--- config.mk ---
export PLATFORM = sky130hd
export DESIGN_NAME = dual_bus_bank_arbiter
export DESIGN_NICKNAME = d
export VERILOG_FILES = /design/src/rtl/dbb_pkg.sv /design/src/rtl/dbb_ctrl.sv /design/src/rtl/dbb_datapath.sv /design/src/rtl/dual_bus_bank_arbiter.sv
export SDC_FILE = /design/constraint.sdc
export NUM_CORES = 1
export LEC_CHECK = 0
export CAP_MARGIN = 30
export CORE_MARGIN = 1.5
export CORE_UTILIZATION = 55
export DETAILED_ROUTE_END_ITERATION = 10
export PLACE_DENSITY_LB_ADDON = 0.08
export SLEW_MARGIN = 5
export SYNTH_ARGS = -nofsm -noshare
export SYNTH_HDL_FRONTEND = slang
export SYNTH_HIERARCHICAL = 1
export SYNTH_SLANG_ARGS = --single-unit
--- constraint.sdc ---
create_clock -name clk -period 3.9 [get_ports clk]
set_input_delay 0.78 -clock clk [delete_from_list [all_inputs] [get_ports clk]]
set_output_delay 0.78 -clock clk [all_outputs]
set_load 0.03 [all_outputs]
--- src/rtl/dbb_pkg.sv ---
package dbb_pkg;
  typedef struct packed {
    logic iTake;   // fetch request accepted this cycle
    logic dTake;   // data request accepted this cycle
    logic dStore;  // accepted data request is a write
  } dbbStrobe_t;
endpackage

--- src/rtl/dbb_ctrl.sv ---
module dbb_ctrl
  import dbb_pkg::*;
#(
  parameter int ADDR_W     = 6,
  parameter int BANK_BITS  = 2,
  parameter int ACCESS_CYC = 3
) (
  input  logic              clk,
  input  logic              rstN,
  input  logic              iValid,
  input  logic [ADDR_W-1:0] iAddr,
  input  logic              dValid,
  input  logic              dWrite,
  input  logic [ADDR_W-1:0] dAddr,
  output dbbStrobe_t        strobe
);
  localparam int NBANK = 1 << BANK_BITS;
  localparam int CNT_W = (ACCESS_CYC > 2) ? $clog2(ACCESS_CYC) : 1;
  localparam logic [CNT_W-1:0] HOLD = CNT_W'(ACCESS_CYC - 1);

  logic [BANK_BITS-1:0] iBank, dBank;
  logic [CNT_W-1:0]     busyCnt [NBANK];
  logic [NBANK-1:0]     bankFree;
  logic                 iWaitQ, dWaitQ;
  logic                 iFree, dFree, contest, fetchFirst;
  logic                 iTake, dTake;

  assign iBank = iAddr[BANK_BITS-1:0];
  assign dBank = dAddr[BANK_BITS-1:0];

  generate
    for (genvar b = 0; b < NBANK; b++) begin : g_bank
      assign bankFree[b] = (busyCnt[b] == '0);
      always_ff @(posedge clk or negedge rstN) begin
        if (!rstN)
          busyCnt[b] <= '0;
        else if ((iTake && iBank == BANK_BITS'(b)) || (dTake && dBank == BANK_BITS'(b)))
          busyCnt[b] <= HOLD;
        else if (busyCnt[b] != '0)
          busyCnt[b] <= busyCnt[b] - 1'b1;
      end
    end
  endgenerate

  assign iFree      = bankFree[iBank];
  assign dFree      = bankFree[dBank];
  assign contest    = iValid && dValid && (iBank == dBank) && iFree;
  assign fetchFirst = iWaitQ && !dWaitQ;

  always_comb begin
    dTake = rstN && dValid && dFree && !(contest && fetchFirst);
    iTake = rstN && iValid && iFree && !(contest && !fetchFirst);
  end

  always_ff @(posedge clk or negedge rstN) begin
    if (!rstN) begin
      iWaitQ <= 1'b0;
      dWaitQ <= 1'b0;
    end else begin
      iWaitQ <= iValid && !iTake;
      dWaitQ <= dValid && !dTake;
    end
  end

  assign strobe.iTake  = iTake;
  assign strobe.dTake  = dTake;
  assign strobe.dStore = dTake && dWrite;

  // one owner per bank in any cycle
  a_r4_single_owner: assert property (@(posedge clk) disable iff (!rstN)
    (iTake && dTake) |-> (iBank != dBank));

  // an access in progress is never pre-empted
  a_r2_no_preempt_i: assert property (@(posedge clk) disable iff (!rstN)
    iTake |=> !(iTake && iBank == $past(iBank)) && !(dTake && dBank == $past(iBank)));
  a_r2_no_preempt_d: assert property (@(posedge clk) disable iff (!rstN)
    dTake |=> !(iTake && iBank == $past(dBank)) && !(dTake && dBank == $past(dBank)));

  // disjoint free banks proceed together
  a_r3_parallel: assert property (@(posedge clk) disable iff (!rstN)
    (iValid && dValid && iBank != dBank && iFree && dFree) |-> (iTake && dTake));

  // acceptance only with a valid request
  a_r6_take_needs_valid: assert property (@(posedge clk) disable iff (!rstN)
    (iTake |-> iValid) and (dTake |-> dValid));
endmodule

--- src/rtl/dbb_datapath.sv ---
module dbb_datapath
  import dbb_pkg::*;
#(
  parameter int ADDR_W    = 6,
  parameter int BANK_BITS = 2,
  parameter int DATA_W    = 16
) (
  input  logic              clk,
  input  logic              rstN,
  input  dbbStrobe_t        strobe,
  input  logic [ADDR_W-1:0] iAddr,
  input  logic [ADDR_W-1:0] dAddr,
  input  logic [DATA_W-1:0] dWdata,
  output logic              iRspValid,
  output logic [DATA_W-1:0] iRspData,
  output logic              dRspValid,
  output logic [DATA_W-1:0] dRspData
);
  localparam int NBANK = 1 << BANK_BITS;
  localparam int ROW_W = ADDR_W - BANK_BITS;
  localparam int ROWS  = 1 << ROW_W;

  logic [BANK_BITS-1:0] iBank, dBank;
  logic [ROW_W-1:0]     iRow, dRow;
  logic [DATA_W-1:0]    rdI [NBANK];
  logic [DATA_W-1:0]    rdD [NBANK];

  assign iBank = iAddr[BANK_BITS-1:0];
  assign dBank = dAddr[BANK_BITS-1:0];
  assign iRow  = iAddr[ADDR_W-1:BANK_BITS];
  assign dRow  = dAddr[ADDR_W-1:BANK_BITS];

  generate
    for (genvar b = 0; b < NBANK; b++) begin : g_mem
      logic [DATA_W-1:0] cells [ROWS];
      always_ff @(posedge clk) begin
        if (strobe.dStore && dBank == BANK_BITS'(b))
          cells[dRow] <= dWdata;
      end
      assign rdI[b] = cells[iRow];
      assign rdD[b] = cells[dRow];
    end
  endgenerate

  always_ff @(posedge clk or negedge rstN) begin
    if (!rstN) begin
      iRspValid <= 1'b0;
      dRspValid <= 1'b0;
    end else begin
      iRspValid <= strobe.iTake;
      dRspValid <= strobe.dTake && !strobe.dStore;
    end
  end

  always_ff @(posedge clk) begin
    if (strobe.iTake)                    iRspData <= rdI[iBank];
    if (strobe.dTake && !strobe.dStore)  dRspData <= rdD[dBank];
  end

  // a read acceptance always yields a response next cycle
  a_r7_fetch_rsp: assert property (@(posedge clk) disable iff (!rstN)
    strobe.iTake |=> iRspValid);
  // a write acceptance never yields a data response
  a_r7_no_write_rsp: assert property (@(posedge clk) disable iff (!rstN)
    strobe.dStore |=> !dRspValid);
endmodule

--- src/rtl/dual_bus_bank_arbiter.sv ---
module dual_bus_bank_arbiter
  import dbb_pkg::*;
#(
  parameter int ADDR_W     = 6,
  parameter int BANK_BITS  = 2,
  parameter int DATA_W     = 16,
  parameter int ACCESS_CYC = 3
) (
  input  logic              clk,
  input  logic              rstN,
  input  logic              iValid,
  input  logic [ADDR_W-1:0] iAddr,
  output logic              iReady,
  output logic              iRspValid,
  output logic [DATA_W-1:0] iRspData,
  input  logic              dValid,
  input  logic              dWrite,
  input  logic [ADDR_W-1:0] dAddr,
  input  logic [DATA_W-1:0] dWdata,
  output logic              dReady,
  output logic              dRspValid,
  output logic [DATA_W-1:0] dRspData
);
  dbbStrobe_t strobe;

  dbb_ctrl #(.ADDR_W(ADDR_W), .BANK_BITS(BANK_BITS), .ACCESS_CYC(ACCESS_CYC)) u_ctrl (
    .clk(clk), .rstN(rstN), .iValid(iValid), .iAddr(iAddr),
    .dValid(dValid), .dWrite(dWrite), .dAddr(dAddr), .strobe(strobe)
  );

  dbb_datapath #(.ADDR_W(ADDR_W), .BANK_BITS(BANK_BITS), .DATA_W(DATA_W)) u_dp (
    .clk(clk), .rstN(rstN), .strobe(strobe), .iAddr(iAddr), .dAddr(dAddr),
    .dWdata(dWdata), .iRspValid(iRspValid), .iRspData(iRspData),
    .dRspValid(dRspValid), .dRspData(dRspData)
  );

  assign iReady = strobe.iTake;
  assign dReady = strobe.dTake;

  // nothing is accepted while reset is held
  a_r8_reset_quiet: assert property (@(posedge clk) !rstN |-> (!iReady && !dReady));
endmodule

==> After elaboration in Yosys (flattened, before gate mapping) <==
Memories as Yosys holds them, arrays and structs flattened.
Index checks and enable logic that the tools add are counted.
Widths: inputs -> output; s select.
{ "totals": {"ff_bits": 44, "out_inout_bits": 36, "input_bits": 33, "ramBits": 1024, "mem_count": 4, "elab_cells": 110} }
{ "memory_table": {"columns": ["name", "words", "word_bits", "rd", "rd_ports_with_merged_regs", "write_ports", "line", "source"], "rows": [
  ["u_dp.g_mem[0].cells", 16, 16, 2, 0, 1, "dbb_datapath.sv:35", "logic [DATA_W-1:0] cells [ROWS];"],
  ["u_dp.g_mem[1].cells", 16, 16, 2, 0, 1, "dbb_datapath.sv:35", null],
  ["u_dp.g_mem[2].cells", 16, 16, 2, 0, 1, "dbb_datapath.sv:35", null],
  ["u_dp.g_mem[3].cells", 16, 16, 2, 0, 1, "dbb_datapath.sv:35", null]
]} }
{ "op_classes": {"add_sub_neg": 4, "magnitude_cmp": 4, "n_reduce_logical": 53, "n_eq_ne": 7, "n_bitwise": 2, "muxes": 26} }
{ "op_table": {"columns": ["op", "n"], "rows": [
  ["$bmux 16 s2", 2],
  ["$mux 16", 4],
  ["$logic_and 1x1->1", 28],
  ["$mux 2", 8],
  ["$reduce_bool 2->1", 8],
  ["$logic_not 2->1", 6],
  ["$mux 1", 10],
  ["$eq 2x2->1 const B", 4],
  ["$sub 2x1->2 const B", 4],
  ["$logic_not 1->1", 7],
  ["$ge 3x3->1 const B", 2],
  ["$lt 2x3->1 const B", 2],
  ["$not 2->3", 2],
  ["$bmux 1 s2", 2],
  ["$eq 2x1->1 const B", 2],
  ["$logic_or 1x1->1", 4],
  ["$eq 2x2->1", 1]
]} }

==> Depth between registers and ports, before layout <==
{ "logic_depth": {"ltp_word": 11, "ltp_mapped": 9, "depth_no_buf": 7} }

==> Modules after synthesis <==
The synthesis kept the hierarchy.
{ "modules_own_cells": {"columns": ["module", "area_per_inst_um2", "cells_each", "seq_area_each_um2", "instances"], "rows": [
  ["dbb_datapath", 47636.9, 2357, 31760.5, 1],
  ["dbb_ctrl", 793.3, 81, 250.2, 1]
]} }

==> Worst setup path before layout <==
No wires, ideal clock.
{ "synth_timing": {"path_kind": "input to register", "from": "in iAddr[0]", "to": "mem u_dp.g_mem[0].cells[3][0] (enable)", "t_arrival_ns": 3.972, "t_required_ns": 3.468, "path_slack_ns": -0.504, "stages": 6, "n_path_buf": 1, "setup_time_ns": 0.432, "cell_sequence": "mux4_2 a41oi_4 and3_2 or3b_2 clkbuf_1 nor4_1"} }
{ "synth_lines": {"columns": ["item", "line", "source"], "rows": [
  ["from (decl)", "dual_bus_bank_arbiter.sv:12", "input logic [ADDR_W-1:0] iAddr,"],
  ["to (decl)", "dbb_datapath.sv:35", null]
]} }

==> Worst setup path in the final report <==
{ "layout_timing": {"from": "reg u_ctrl/busyCnt[4] (netlist bit)", "to": "out dReady"} }
{ "layout_between": {"elab_chain_cells": 7} }
{ "layout_rtl": {"columns": ["item", "line", "source"], "rows": [
  ["from (decl)", "dbb_ctrl.sv:22", "logic [CNT_W-1:0] busyCnt [NBANK];"],
  ["from (signal, indexed assignment)", "dbb_ctrl.sv:40", "busyCnt[b] <= busyCnt[b] - 1'b1;"],
  ["$logic_not 2->1 *", "dbb_ctrl.sv:33", "assign bankFree[b] = (busyCnt[b] == '0);"],
  ["$bmux 1 s2", "dbb_ctrl.sv:45", "assign iFree = bankFree[iBank];"],
  ["$mux 1 (not written as such)", "dbb_ctrl.sv:45", null],
  ["$logic_and 1x1->1", "dbb_ctrl.sv:47", "assign contest = iValid && dValid && (iBank == dBank) && iFree;"],
  ["$logic_and 1x1->1", "dbb_ctrl.sv:51", "dTake = rstN && dValid && dFree && !(contest && fetchFirst);"],
  ["$logic_not 1->1", "dbb_ctrl.sv:51", null],
  ["$logic_and 1x1->1 *", "dbb_ctrl.sv:51", null],
  ["to (decl)", "dual_bus_bank_arbiter.sv:20", "output logic dReady,"]
]} }
Mark *: on every way between the ends. The rest lies on a longest branch, timed or not. The select of a mux whose other input is x is not followed.

==> results.md <==
- The run finished with clean final reports.
- In this run, synthesis inferred ~1100 flip-flops with an integrated enable.
- The leading register cell type out of synthesis is edfxtp_1.
- The number of placement rows is 108.
- The biggest area contributor in the post-synthesis netlist is edfxtp_1.
- The detailed-route vias per instance is between 7 and 8.
- The clock tree root buffer cell is clkbuf_16.
- The met1 track demand over resource is 0.468.
- STA puts the critical path data arrival time at between 2 and 3 ns.
- Post-CTS repair changed the size of 0 cells.
- The cell with the biggest individual delay on the critical path is mux4_2.
- The number of unique standard cell types used by synthesis is 47.
- The quantity of hold-fixing buffers added after cts is 0.
- The leakage component of the power is 17.8 nW.
- On the final layout, the worst clock skew is 0.0244 ns.
- The sequential element share of the synthesized area is 0.661.
- The gate count after technology mapping is 2438.
- The area of the mapped netlist is just under 50000 µm².
- Setup repair after global routing left no endpoint under its margin.
- The number of max-slew violations in the final report is 0.
- The number of placed instances, taps included is about 3700.
- The count of cells in the finished layout, fillers not included, comes to about 3900.
- For this design, the sink count on the clock tree is around 1100.
- The via count of the first global-routing pass came to approximately 29000.
- The critical path capture point type is a primary output.
- The library cells used most frequently in the layout, excluding fill and tap cells, are edfxtp_1 (1056), mux4_2 (503), a22oi_1 (192), buf_4 (157).
- The completed layout was analyzed and its total power is about 26 mW.
- The worst path needs roughly 3.5 ns of the cycle, external delays included.
- Of all nets on the critical path, the largest fanout is 9.
- The latest clock arrival within the worst-skew pair is between 0.7 and 0.8 ns.
- The number of antenna violations at the first check in global routing came to 7.
- The remaining antenna violation count is 0.
- The worst slew slack as a fraction of its limit is 0.367.
- The clock tree from TritonCTS is done.
- The startpoint type of the worst setup path is a register.
- Max-cap violations in this run came to 0.
- The average detailed-routed wire length per instance is between 30 and 40 µm.
- The DRC violation total after the first TritonRoute iteration is 3926.
- After the last flow step, the layout net total stands at ~2700.
- The area share of the largest cell type after synthesis is 0.655.
- In this run the mean area of a mapped cell was 19.9 µm².
- The placer congestion estimate is roughly 0.91.
- The worst-case IR drop observed on VDD is approximately 0.53 mV.
- The routed wire length is ~150000 µm.
- Synthesis produced a netlist with a net count of 2479.
- For this run, the share of the core covered by cells in the final layout is 0.646.
- The H-tree depth is 3.
- The post-place setup slack is roughly 0.15 ns.
- met2 is the most crowded layer.
- The final number of setup-violating endpoints is 0.
- The worst hold-check path type is in -> reg.
- The number of CTS-inserted buffers is ~110.
- The clock passes through at most 3 buffers.
- The height of the chip is about 300 µm.
- Clock-pin slew was measured on the worst setup and hold paths at about 0.060 ns.
- Summed over all layers, the global routing overflow is 0.
- Sorting the synthesized cells by area gives the leading types as edfxtp_1 (65%), mux4_2 (23%), a22oi_1 (3.0%).
- Derived from the worst setup path, the maximum achievable clock frequency is 283 MHz.
- Entering global routing, the biggest net connects 79 pins.
- The count of final hold-check violations came to 0.
- The final critical-path share of the clock period is 0.905.
- The post-route worst setup slack is roughly 0.37 ns.
- For this run, design rule violations remaining after detail routing come to 0.
- The core area is roughly 87000 µm².
- In the final timing run, aggregate negative setup slack is 0 ns.
- The yosys synthesis warning count is 6.
- Leaving out fill and tap cells, the most frequent cell in the layout is edfxtp_1.
- The post-CTS setup buffer count is 0.
- STA puts the critical path data required time at ~3.1 ns.
- After synthesis, the share of flip-flops with an asynchronous set or reset is 0.0112.
- The power density normalized to cell area is approximately 460 nW/µm².
- The die area is approximately 90000 µm².
- By startpoint and endpoint, the worst setup path is classified as reg -> out.
- The overall fraction of global-route tracks in use is 0.338.
- The total number of vias is ~28000.
- Walking the worst path, the cells encountered are inv_1 > ha_1 > mux4_2 > a41oi_4 > buf_4 > nand2_1 > inv_1 > buf_4.
- The die is approximately 300 µm wide.
- The number of register bits inferred by synthesis is about 1100.
- For this configuration, the core starts out at a cell density of 0.557.
- The port buffer count is just under 70.
- Detailed placement finished with a half-perimeter wire length of ~100000 µm.
- The global routing usage on met2 is 0.514.
- For this run, the slowest stage of the critical path takes ~0.5 ns.
- The number of top-level pins is 69.
- At the pin with the least slew margin, the transition time is 0.939 ns.
- The area growth from synthesis to layout is 16.2%.
- The fraction of met3 tracks used by global routing is 0.0762.
- Of the cells placed in the final design, the portion with a size suffix greater than 1 is 0.369.
- The number of detailed-route iterations in the first pass is 5.
- The first global-routing pass estimated roughly 210000 µm of wire.
## critical path, delay by kind of cell (launching register included)
kind                     cells  cell delay (ns)
AO/OA/AOI/OAI                1             0.17
AND/OR/NAND/NOR              1             0.07
buffers and inverters        4             0.67
flip-flops                   1             0.37
adder cells (fa/ha/maj)      1             0.26
multiplexers                 1             0.51
## layout make-up
class	instances	area, µm²
Fill cell	5812	30800
Sequential cell	1068	32000
Timing Repair Buffer	302	3360
Clock inverter	70	851
Multi-Input combinational cell	1158	15700
Clock buffer	127	2790
Inverter	15	56.3
Antenna cell	2	5.00
Tap cell	1155	1450
## worst paths after layout
path / slack [ns] / cells past startpoint / to / startpoint
max in group asynchronous: 3.26 / 2 / u_ctrl/busyCnt[6] / rstN
min: 0.42 / 1 / u_dp/g_mem[0].cells[4][15] / dWdata[15]
max: 0.37 / 8 / dReady / u_ctrl/busyCnt[4]
min reg2reg: 0.55 / 2 / u_ctrl/busyCnt[7] / u_ctrl/busyCnt[7]
max reg2reg: 0.71 / 8 / u_dp/g_mem[0].cells[3][15] / u_ctrl/busyCnt[4]
min in group asynchronous: 0.45 / 2 / u_ctrl/iWaitQ / rstN
## synth_stat cells, drive strengths merged, types with 2 or more instances
library cell	instances
and2	6
a221oi	5
nand4b	2
a22o	11
or2	2
buf	101
a21oi	108
o21ai	14
nor3	11
a211oi	11
xnor2	2
dfrtp	12
nor4	4
a31oi	10
edfxtp	1056
inv	15
nand2	56
o22ai	26
a311oi	8
nor2	76
nand2b	7
o21a	3
mux2i	33
nor2b	17
a41oi	2
mux4	503
a22oi	192
ha	8
nand3b	2
clkbuf	96
nand3	15
or4	16
## metal layers
metal  vias to the layer above  routed length [µm]
met3                       366               17700
met2                      2040               68700
met5                         -                  47
met4                         8                8640
li1                      11100                   -
met1                     14900               53400
## stage by stage
step	cell area [µm²]	hold slack (ns)
after floorplan	48500	0.484
after CTS	56200	0.423
final	56300	0.418
after global placement	52400	0.515
after global routing	56200	0.420
after detailed placement	52600	0.528
## report_power, final
group / switching, mW / internal (mW) / total, mW
Clock: 4.53 / 6.16 / 10.7
Combinational: 1.43 / 0.980 / 2.41
Sequential: 0.0547 / 12.7 / 12.8
Total: 6.02 / 19.9 / 25.9
## logic make-up after synthesis
group,after synthesis,synth area share
buffers and inverters,212,0.0194
xor gates and xnor gates,2,0.000362
adders and majority gates,8,0.00207
AOI/OAI and AO/OA,392,0.0546
muxes,536,0.241
and+or+nand+nor,220,0.0218
DFF,1068,0.661
## flip-flops by register name, summed over array words and instances, names as in the netlist
| signal | count |
|---|---|
| u_dp/dRspData | 16 |
| u_dp/iRspValid | 1 |
| u_ctrl/dWaitQ | 1 |
| u_ctrl/iWaitQ | 1 |
| u_dp/dRspValid | 1 |
| u_dp/g_mem.cells | 1024 |
| u_ctrl/busyCnt | 8 |
| u_dp/iRspData | 16 |
Power figures use the tool's default switching activity.
